### config.mk
export PLATFORM = sky130hd
export DESIGN_NAME = pm_smi_regs
export DESIGN_NICKNAME = d
export VERILOG_FILES = /design/src/rtl/pm_smi_pkg.sv /design/src/rtl/pm_decode.sv /design/src/rtl/pm_hword_reg.sv /design/src/rtl/pm_smi_unit.sv /design/src/rtl/pm_smi_regs.sv
export SDC_FILE = /design/constraint.sdc
export NUM_CORES = 1
export LEC_CHECK = 0
export ABC_AREA = 1
export BUFFER_PORTS_ARGS = -buffer_cell sky130_fd_sc_hd__buf_2
export CORE_MARGIN = 4
export CORE_UTILIZATION = 40
export DETAILED_ROUTE_END_ITERATION = 16
export PLACE_DENSITY = 0.63
export SLEW_MARGIN = 20
export SYNTH_ARGS = -nofsm -noshare
export SYNTH_HDL_FRONTEND = slang
export SYNTH_SLANG_ARGS = --single-unit
### constraint.sdc
create_clock -name clk_i -period 0.97 [get_ports clk_i]
set_input_delay 0.194 -clock clk_i [delete_from_list [all_inputs] [get_ports clk_i]]
set_output_delay 0.194 -clock clk_i [all_outputs]
set_load 0.005 [all_outputs]
### src/rtl/pm_smi_pkg.sv
package pm_smi_pkg;
  localparam int NUM_HREG   = 6;
  localparam int OFF_SMI_CTL = 10;
  localparam int OFF_SMI_CMD = 11;
  localparam int SW_SMI_BIT = 9;
  localparam int CMD_LANE   = 2;

  // half-word slot -> dword offset
  function automatic int hreg_off(input int idx);
    case (idx)
      0, 1:    return 0;
      2:       return 1;
      3:       return 2;
      default: return 8;
    endcase
  endfunction

  // half-word slot -> upper half of the dword
  function automatic bit hreg_hi(input int idx);
    return (idx == 1) || (idx == 5);
  endfunction
endpackage

### src/rtl/pm_decode.sv
module pm_decode
  import pm_smi_pkg::*;
#(
  parameter int ADDR_W = 4
) (
  input  logic [ADDR_W-1:0] addr_i,
  output logic [NUM_HREG-1:0] hsel_o,
  output logic              ctl_sel_o,
  output logic              cmd_sel_o,
  output logic              hit_o
);
  for (genvar g = 0; g < NUM_HREG; g++) begin : g_sel
    assign hsel_o[g] = (addr_i == ADDR_W'(hreg_off(g)));
  end
  assign ctl_sel_o = (addr_i == ADDR_W'(OFF_SMI_CTL));
  assign cmd_sel_o = (addr_i == ADDR_W'(OFF_SMI_CMD));
  assign hit_o     = (|hsel_o) | ctl_sel_o | cmd_sel_o;
endmodule

### src/rtl/pm_hword_reg.sv
module pm_hword_reg #(
  parameter int HW = 16
) (
  input  logic            clk_i,
  input  logic            rst_ni,
  input  logic            we_i,
  input  logic [HW/8-1:0] be_i,
  input  logic [HW-1:0]   wdata_i,
  output logic [HW-1:0]   q_o
);
  localparam int NB = HW / 8;
  logic [7:0] byte_q [NB];

  for (genvar b = 0; b < NB; b++) begin : g_byte
    always_ff @(posedge clk_i or negedge rst_ni) begin
      if (!rst_ni)                byte_q[b] <= '0;
      else if (we_i && be_i[b])   byte_q[b] <= wdata_i[b*8 +: 8];
    end
    assign q_o[b*8 +: 8] = byte_q[b];
  end

  assert_hold_R8: assert property (@(posedge clk_i) disable iff (!rst_ni)
    !we_i |=> $stable(q_o));
endmodule

### src/rtl/pm_smi_unit.sv
module pm_smi_unit #(
  parameter int HW       = 16,
  parameter int DATA_W   = 32,
  parameter int SW_BIT   = 9,
  parameter int CMD_LANE = 2
) (
  input  logic              clk_i,
  input  logic              rst_ni,
  input  logic              ctl_we_i,
  input  logic              cmd_we_i,
  input  logic [DATA_W/8-1:0] be_i,
  input  logic [DATA_W-1:0] wdata_i,
  output logic [HW-1:0]     gsmi_o,
  output logic [7:0]        cmd_o,
  output logic              smi_o
);
  localparam int NB = HW / 8;

  logic [HW-1:0] gsmi_q, gsmi_n, clr_mask;
  logic [7:0]    cmd_q;
  logic          smi_q;
  logic          cmd_fire;

  for (genvar b = 0; b < NB; b++) begin : g_clr
    assign clr_mask[b*8 +: 8] = (ctl_we_i && be_i[b]) ? wdata_i[b*8 +: 8] : 8'h00;
  end

  assign cmd_fire = cmd_we_i && be_i[CMD_LANE];

  always_comb begin
    gsmi_n = gsmi_q & ~clr_mask;
    if (cmd_fire) gsmi_n[SW_BIT] = 1'b1;
  end

  always_ff @(posedge clk_i or negedge rst_ni) begin
    if (!rst_ni) begin
      gsmi_q <= '0;
      cmd_q  <= '0;
      smi_q  <= 1'b0;
    end else begin
      gsmi_q <= gsmi_n;
      if (cmd_fire) cmd_q <= wdata_i[CMD_LANE*8 +: 8];
      if (ctl_we_i || cmd_we_i) smi_q <= |gsmi_n;
    end
  end

  assign gsmi_o = gsmi_q;
  assign cmd_o  = cmd_q;
  assign smi_o  = smi_q;

  assert_sw_smi_R6: assert property (@(posedge clk_i) disable iff (!rst_ni)
    cmd_fire |=> (smi_o && gsmi_o[SW_BIT]));
  assert_w1c_R5: assert property (@(posedge clk_i) disable iff (!rst_ni)
    (ctl_we_i && be_i[SW_BIT/8] && wdata_i[SW_BIT]) |=> !gsmi_o[SW_BIT]);
  assert_smi_level_R7: assert property (@(posedge clk_i) disable iff (!rst_ni)
    (ctl_we_i || cmd_we_i) |=> (smi_o == (gsmi_o != '0)));
  assert_idle_R8: assert property (@(posedge clk_i) disable iff (!rst_ni)
    !(ctl_we_i || cmd_we_i) |=> ($stable(gsmi_o) && $stable(smi_o) && $stable(cmd_o)));
endmodule

### src/rtl/pm_smi_regs.sv
module pm_smi_regs
  import pm_smi_pkg::*;
#(
  parameter int ADDR_W = 4,
  parameter int DATA_W = 32
) (
  input  logic              clk_i,
  input  logic              rst_ni,
  input  logic [ADDR_W-1:0] addr_i,
  input  logic [DATA_W-1:0] wdata_i,
  input  logic [DATA_W/8-1:0] be_i,
  input  logic              wr_i,
  input  logic              rd_i,
  output logic [DATA_W-1:0] rdata_o,
  output logic              smi_o
);
  localparam int HW  = DATA_W / 2;
  localparam int HNB = HW / 8;

  logic [NUM_HREG-1:0] hsel;
  logic ctl_sel, cmd_sel, hit;
  logic [HW-1:0] hq [NUM_HREG];
  logic [HW-1:0] gsmi;
  logic [7:0]    cmd;
  logic [DATA_W-1:0] rd_val, rdata_q;

  pm_decode #(.ADDR_W(ADDR_W)) u_dec (
    .addr_i    (addr_i),
    .hsel_o    (hsel),
    .ctl_sel_o (ctl_sel),
    .cmd_sel_o (cmd_sel),
    .hit_o     (hit)
  );

  for (genvar g = 0; g < NUM_HREG; g++) begin : g_hreg
    localparam int LSB = hreg_hi(g) ? HW : 0;
    pm_hword_reg #(.HW(HW)) u_reg (
      .clk_i   (clk_i),
      .rst_ni  (rst_ni),
      .we_i    (wr_i && hsel[g]),
      .be_i    (be_i[LSB/8 +: HNB]),
      .wdata_i (wdata_i[LSB +: HW]),
      .q_o     (hq[g])
    );
  end

  pm_smi_unit #(
    .HW(HW), .DATA_W(DATA_W), .SW_BIT(SW_SMI_BIT), .CMD_LANE(CMD_LANE)
  ) u_smi (
    .clk_i    (clk_i),
    .rst_ni   (rst_ni),
    .ctl_we_i (wr_i && ctl_sel),
    .cmd_we_i (wr_i && cmd_sel),
    .be_i     (be_i),
    .wdata_i  (wdata_i),
    .gsmi_o   (gsmi),
    .cmd_o    (cmd),
    .smi_o    (smi_o)
  );

  always_comb begin
    rd_val = '0;
    for (int i = 0; i < NUM_HREG; i++) begin
      if (hsel[i]) rd_val = rd_val | (DATA_W'(hq[i]) << (hreg_hi(i) ? HW : 0));
    end
    if (ctl_sel) rd_val[HW-1:0] = gsmi;
    if (cmd_sel) rd_val[CMD_LANE*8 +: 8] = cmd;
  end

  always_ff @(posedge clk_i or negedge rst_ni) begin
    if (!rst_ni) rdata_q <= '0;
    else         rdata_q <= rd_i ? rd_val : '0;
  end
  assign rdata_o = rdata_q;

  assert_rd_idle_R9: assert property (@(posedge clk_i) disable iff (!rst_ni)
    !rd_i |=> (rdata_o == '0));
  assert_miss_R8: assert property (@(posedge clk_i) disable iff (!rst_ni)
    (wr_i && !hit) |=> $stable(smi_o));
endmodule

### Word-level counts from Yosys, hierarchy flattened

Cells that the tools add are included.

* equal/unequal tests: 5
* muxes and demuxes: 12
* bitwise operators: 7
* reduce and logical (&&, ||, !) cells: 24

Operators by type and width (number)
* $mux 32: 6
* $or 32x16->32: 3
* $mux 16: 2
* $or 16x32->32: 1
* $or 32x32->32: 1
* $mux 8: 3
* $logic_and 1x1->1: 21
* $and 16x16->16: 1
* $not 16->16: 1
* $reduce_or 16->1: 1
* $eq 4x4->1 const B: 3
* $eq 4x1->1 const B: 1
* $eq 4x2->1 const B: 1
* $logic_not 4->1: 1
* $logic_or 1x1->1: 1
* $mux 1: 1

* bits in registers: 153
* bits of input ports: 44
* word-level logic and storage cells: 64

### Depth between registers and ports, before layout

* depth after elaboration: 14
* depth in mapped cells: 11
* gate-level depth less buffers: 10

### Hierarchy

A second synthesis with hierarchy kept.

* cell total of the unflattened synthesis: 817
* area, all modules: 6904.1 um^2

By module, submodules not included
* pm_hword_reg: times used 6, cells an instance 70, area each 645.6 um^2, seq. area each 400.4 um^2
* pm_smi_regs: times used 1, cells an instance 270, area each 1883.1 um^2, seq. area each 800.8 um^2
* pm_smi_unit: times used 1, cells an instance 105, area each 1051.0 um^2, seq. area each 625.6 um^2
* pm_decode: times used 1, cells an instance 22, area each 96.3 um^2, seq. area each 0.0 um^2

### Worst setup path after synthesis

Ideal clock, no wire load.

* path kind: input to register
* from: input port wr_i
* to: register u_smi.smi_q, in the netlist u_smi.smi_o
* library setup time: 115 ps
* data arrival time: 1085 ps
* data required time: 855 ps
* slack: -230 ps
* cell stages on the path: 9
* buffers on the path: 2
* cells stage by stage: buf_2 buf_2 nand4_1 nand2_1 nand2_1 nor2_1 nand3_1 nor2_1 nor2_1

* word-level cells in the longest chain between the ends: 7
* elaborated cells between the ends (all ways): 12
* those cells by class: mux: 3; bitwise: 2; reduce/logical: 7

Ends and longest elaborated chain
* from (decl): line pm_smi_regs.sv:12 `input logic wr_i,`
* $logic_and 1x1->1: line pm_smi_regs.sv:52 `.ctl_we_i (wr_i && ctl_sel),`
* $logic_and 1x1->1: line pm_smi_unit.sv:25 `assign clr_mask[b*8 +: 8] = (ctl_we_i && be_i[b]) ? wdata_i[b*8 +: 8] : 8'h00;`
* $mux 8: line pm_smi_unit.sv:25
* $not 16->16: line pm_smi_unit.sv:31 `gsmi_n = gsmi_q & ~clr_mask;`
* $and 16x16->16: line pm_smi_unit.sv:31
* $mux 1: line pm_smi_unit.sv:32 `if (cmd_fire) gsmi_n[SW_BIT] = 1'b1;`
* $reduce_or 16->1: line pm_smi_unit.sv:43 `if (ctl_we_i || cmd_we_i) smi_q <= |gsmi_n;`
* to (signal assigned): line pm_smi_unit.sv:43
* to (decl): line pm_smi_unit.sv:21 `logic smi_q;`

Several ways; a longest one is shown, not always the timed one.
A chain may end at the register's enable or synchronous reset.

### Worst setup path after layout

* from: register u_smi.smi_q, in the netlist u_smi.smi_o
* to: output port smi_o

RTL lines
* to (decl): line pm_smi_regs.sv:15 `output logic smi_o`

No word-level cell between the ends.

==> impl_metrics.toml <==
[finish]
regArea_um2 = 3829
post_route_cells_drive_above_1_share_pct = 41.06
nets = 862
final_area_um2 = 9034
final.fill_count = 1283
syn2layout_area_growth_pct = 42.38
area_taken_by_multi_input_logic_gates_um2 = 2804
diodes = 0
final_core_util_pct = 58.77

[detailed_routing]
post_drt_via_cell_ratio = 5.355
ant_nets = 0
drt_drc_violations_left = 0
finalWirelength_um = 18790
initialDrtViolationCount = 459
drt_pass1_iterations = 5
wire_per_inst_um = 18.09
vias = 5564

[yosys]
synth_sequential_area_ratio_pct = 60.34
syn-num-nets = 714
yosysTopAreaCell = "sky130_fd_sc_hd__dfrtp_1"
netlist.area_leader.share_pct = 60.34
synth_area_um2 = 6345
syn-mean-instance-area_um2 = 9.470
yosys_warnings = 0
ys_seq_elements = 153
post_synth_num_cell_types = 25
synthCells = 670
netlist_top_cells_area = "sky130_fd_sc_hd__dfrtp_1 60%, sky130_fd_sc_hd__nand2_1 12%, sky130_fd_sc_hd__o21ai_0 7.1%, sky130_fd_sc_hd__inv_1 3.7%, sky130_fd_sc_hd__a22o_1 2.2%"

[floorplanning]
floorplan.die.height_um = 133.9
floorplan.die_area_um2 = 17940
fp.coreArea_um2 = 15370
start_util_pct = 41.28
ioPinCount = 77
chipWidth_um = 133.9
row_count = 45

[clock_tree]
cts_max_level = 4
clk-insertion-delay-late_ns = 0.42
cts_inserted_buffers = 17
tritoncts = "yes"
clock_sink_count = 153
clk_pin_slew_worst_paths_ns = 0.06
clock_path_buffers = 2
cts_root_buf = "sky130_fd_sc_hd__clkbuf_16"

[grt]
track_usage_pct = 19.63
first_global_vias = 5414
grt_first_pass_wirelength_um = 27870
initial_antenna_violation_count = 0
largest_net_degree_at_the_start_of_global_routing = 48
grt.overflow.total = 0

[critical_path]
crit_path_max_incr_delay_ns = 0.40
worst-path-buf-inv = 1
crit_path_top_delay_cell = "sky130_fd_sc_hd__dfrtp_1"
timing.critical_path.fanout_max = 2
critPathKind = "reg2out"
crit_family = "flip-flops"
critical_path.reg2reg.startpoint = "g_hreg[0].u_reg.q_o[3]$_DFFE_PN0P_"
setup.worst_path.start_class = "flip-flop"
path_cells = "buf_2"
critical_path.endpoint_type = "primary output"
data_required_critical_path_ns = 0.78
r2r_slack_ns = -0.03
cp_data_arrival_time_ns = 0.96
crit_start = "u_smi.smi_o$_DFFE_PN0P_"

[pwr]
power.sequential.fraction_pct = 47.5
cellLeakagePower_nw = 4.399
power_density_nw_per_um2 = 1822
sw_frac_of_total_pct = 25.95
power_frac_comb_pct = 13.2
design_power_total_mw = 16.46
vdd.ir_drop.worst_uv = 1290
switching_power_mw = 4.271
clock_power_share_pct = 39.3
intPower_mw = 12.19

[timing]
grt_setup_unrepaired = "yes"
tightest_slew_ns = 0.3691
finalCriticalPeriod_ns = 1.155
timing.slew.headroom_pct = 75.39
whs_ns = 0.04701
fin_crit_sh_pct = 119.1
clock_skew_ns = 0.006160
slew_viol_final = 0
fmax_mhz = 865.5
final.setup.worst_slack_ns = -0.1854
report.final.setup_viol = 89
hold_violations = 0

[hold_path]
hold_start = "wdata_i[27]"
min-delay-path-class = "in2reg"

[placement]
dpl-instance-area_um2 = 7550
place_hpwl_um = 11100
port_buf_inserts = 76
dp_slack_ns = -0.5880
gp_congestion = 0.8145

[outcome]
run_status = "finished with violations"
failed_checks = "setup timing"

[flow_run]
drv_cap = 0
==> Yosys cell counts <==
master / count
sky130_fd_sc_hd__dfrtp_1: 153
sky130_fd_sc_hd__o21ai_2: 16
sky130_fd_sc_hd__a31o_2: 8
sky130_fd_sc_hd__inv_1: 63
sky130_fd_sc_hd__nand3_1: 7
sky130_fd_sc_hd__clkbuf_1: 8
sky130_fd_sc_hd__nand4_1: 15
sky130_fd_sc_hd__a21oi_1: 24
sky130_fd_sc_hd__buf_6: 5
sky130_fd_sc_hd__a22o_1: 16
sky130_fd_sc_hd__o21ai_0: 90
sky130_fd_sc_hd__or2_2: 1
sky130_fd_sc_hd__buf_2: 14
sky130_fd_sc_hd__nor2_2: 1
sky130_fd_sc_hd__nand3_4: 2
sky130_fd_sc_hd__nand2_2: 5
sky130_fd_sc_hd__nor2_4: 1
sky130_fd_sc_hd__nor2_1: 9
sky130_fd_sc_hd__nor3_1: 1
sky130_fd_sc_hd__buf_4: 4
sky130_fd_sc_hd__nor3_4: 1
sky130_fd_sc_hd__nand2_1: 198
sky130_fd_sc_hd__a31oi_1: 16
sky130_fd_sc_hd__inv_2: 4
sky130_fd_sc_hd__o21ai_1: 8
==> area by class of cell <==
class | count | area share [%]
Sequential cell | 153 | 42.38
Multi-Input combinational cell | 428 | 31.04
Timing Repair Buffer | 149 | 13.77
Clock buffer | 21 | 5.208
Inverter | 67 | 3.449
Tap cell | 211 | 2.922
Clock inverter | 8 | 1.080
Timing Repair inverter | 2 | 0.1524
==> cell families after synthesis <==
family,Yosys count,share of synthesized area [%]
compound gates,178,16.72
buf+inv,98,6.902
flops,153,60.34
simple gates,241,16.03
==> worst paths after layout <==
| kind | endpoint | depth (start not counted) |
|---|---|---|
| worst min register to register | g_hreg[1].u_reg.q_o[3]$_DFFE_PN0P_ | 2 |
| min in group asynchronous | g_hreg[4].u_reg.q_o[4]$_DFFE_PN0P_ | 2 |
| worst max-delay path | smi_o | 1 |
| worst min-delay path | g_hreg[5].u_reg.q_o[11]$_DFFE_PN0P_ | 3 |
| max in group asynchronous | g_hreg[1].u_reg.q_o[9]$_DFFE_PN0P_ | 3 |
| worst max register to register | rdata_o[3]$_DFF_PN0_ | 3 |
==> worst register-to-register path, stage by stage, from the launching register on <==
cell	delay, ns
sky130_fd_sc_hd__dfrtp_1	0.41
sky130_fd_sc_hd__a22o_1	0.22
sky130_fd_sc_hd__a21oi_1	0.11
sky130_fd_sc_hd__a31oi_1	0.12
==> cells in the final DEF (no fill, tap or decap), types with 10 or more instances in the layout <==
cell	instances
sky130_fd_sc_hd__dfrtp_1	153
sky130_fd_sc_hd__nand2_1	134
sky130_fd_sc_hd__buf_2	71
sky130_fd_sc_hd__inv_1	59
sky130_fd_sc_hd__o21ai_1	53
sky130_fd_sc_hd__nand2_2	47
sky130_fd_sc_hd__buf_4	43
sky130_fd_sc_hd__o21ai_2	39
sky130_fd_sc_hd__o21ai_0	22
sky130_fd_sc_hd__clkbuf_16	18
sky130_fd_sc_hd__a22o_1	16
sky130_fd_sc_hd__buf_12	16
sky130_fd_sc_hd__nand2_4	15
sky130_fd_sc_hd__nand4_1	15
sky130_fd_sc_hd__a21oi_2	14
sky130_fd_sc_hd__a31oi_1	14
sky130_fd_sc_hd__nand2_8	13
sky130_fd_sc_hd__buf_6	12
sky130_fd_sc_hd__a21oi_1	10
==> metal layers <==
metal	wire, um	vias to the layer above	GRT usage [%]
li1	-	2535	-
met5	0	-	0
met3	1240	29	4.576
met1	8045	2767	27.12
met2	9202	233	30.85
met4	306	0	6.286
==> per-stage QoR <==
step	setup TNS, ns	instances
6_report	-5.641	1039
5_1_grt	-9.214	1039
2_1_floorplan	-9.181	670
3_3_place_gp	-70.59	981
3_5_place_dp	-74.05	981
4_1_cts	-4.788	1017
==> timing repair <==
| item | CTS | global route |
|---|---|---|
| pin swaps | 16 | 34 |
| hold endpoints to repair | 153 | 0 |
| buffers inserted | 3 | 12 |
| endpoints found under the setup margin | 166 | 152 |
| cloned | 4 | 10 |
| hold buffers | 1 | 0 |
| resized for setup | 33 | 159 |
==> state kept, by name (all words and copies together) (netlist names) <==
| signal | cells |
|---|---|
| u_smi.smi_o | 1 |
| rdata_o | 32 |
| u_smi.cmd_o | 8 |
| g_hreg.u_reg.q_o | 96 |
| u_smi.gsmi_o | 16 |
==> power by group through the flow <==
stage                     clock network [mW]  logic, mW  registers (mW)
final                                   6.47       2.17            7.82
after floorplan                            0       1.04            7.69
after detailed placement                   0       1.73            7.80
after CTS                               6.56       1.80            7.71
after global placement                     0       1.65            7.76
after global routing                    6.81       2.42            7.92
No activity file was read; power rests on OpenSTA's default activity.
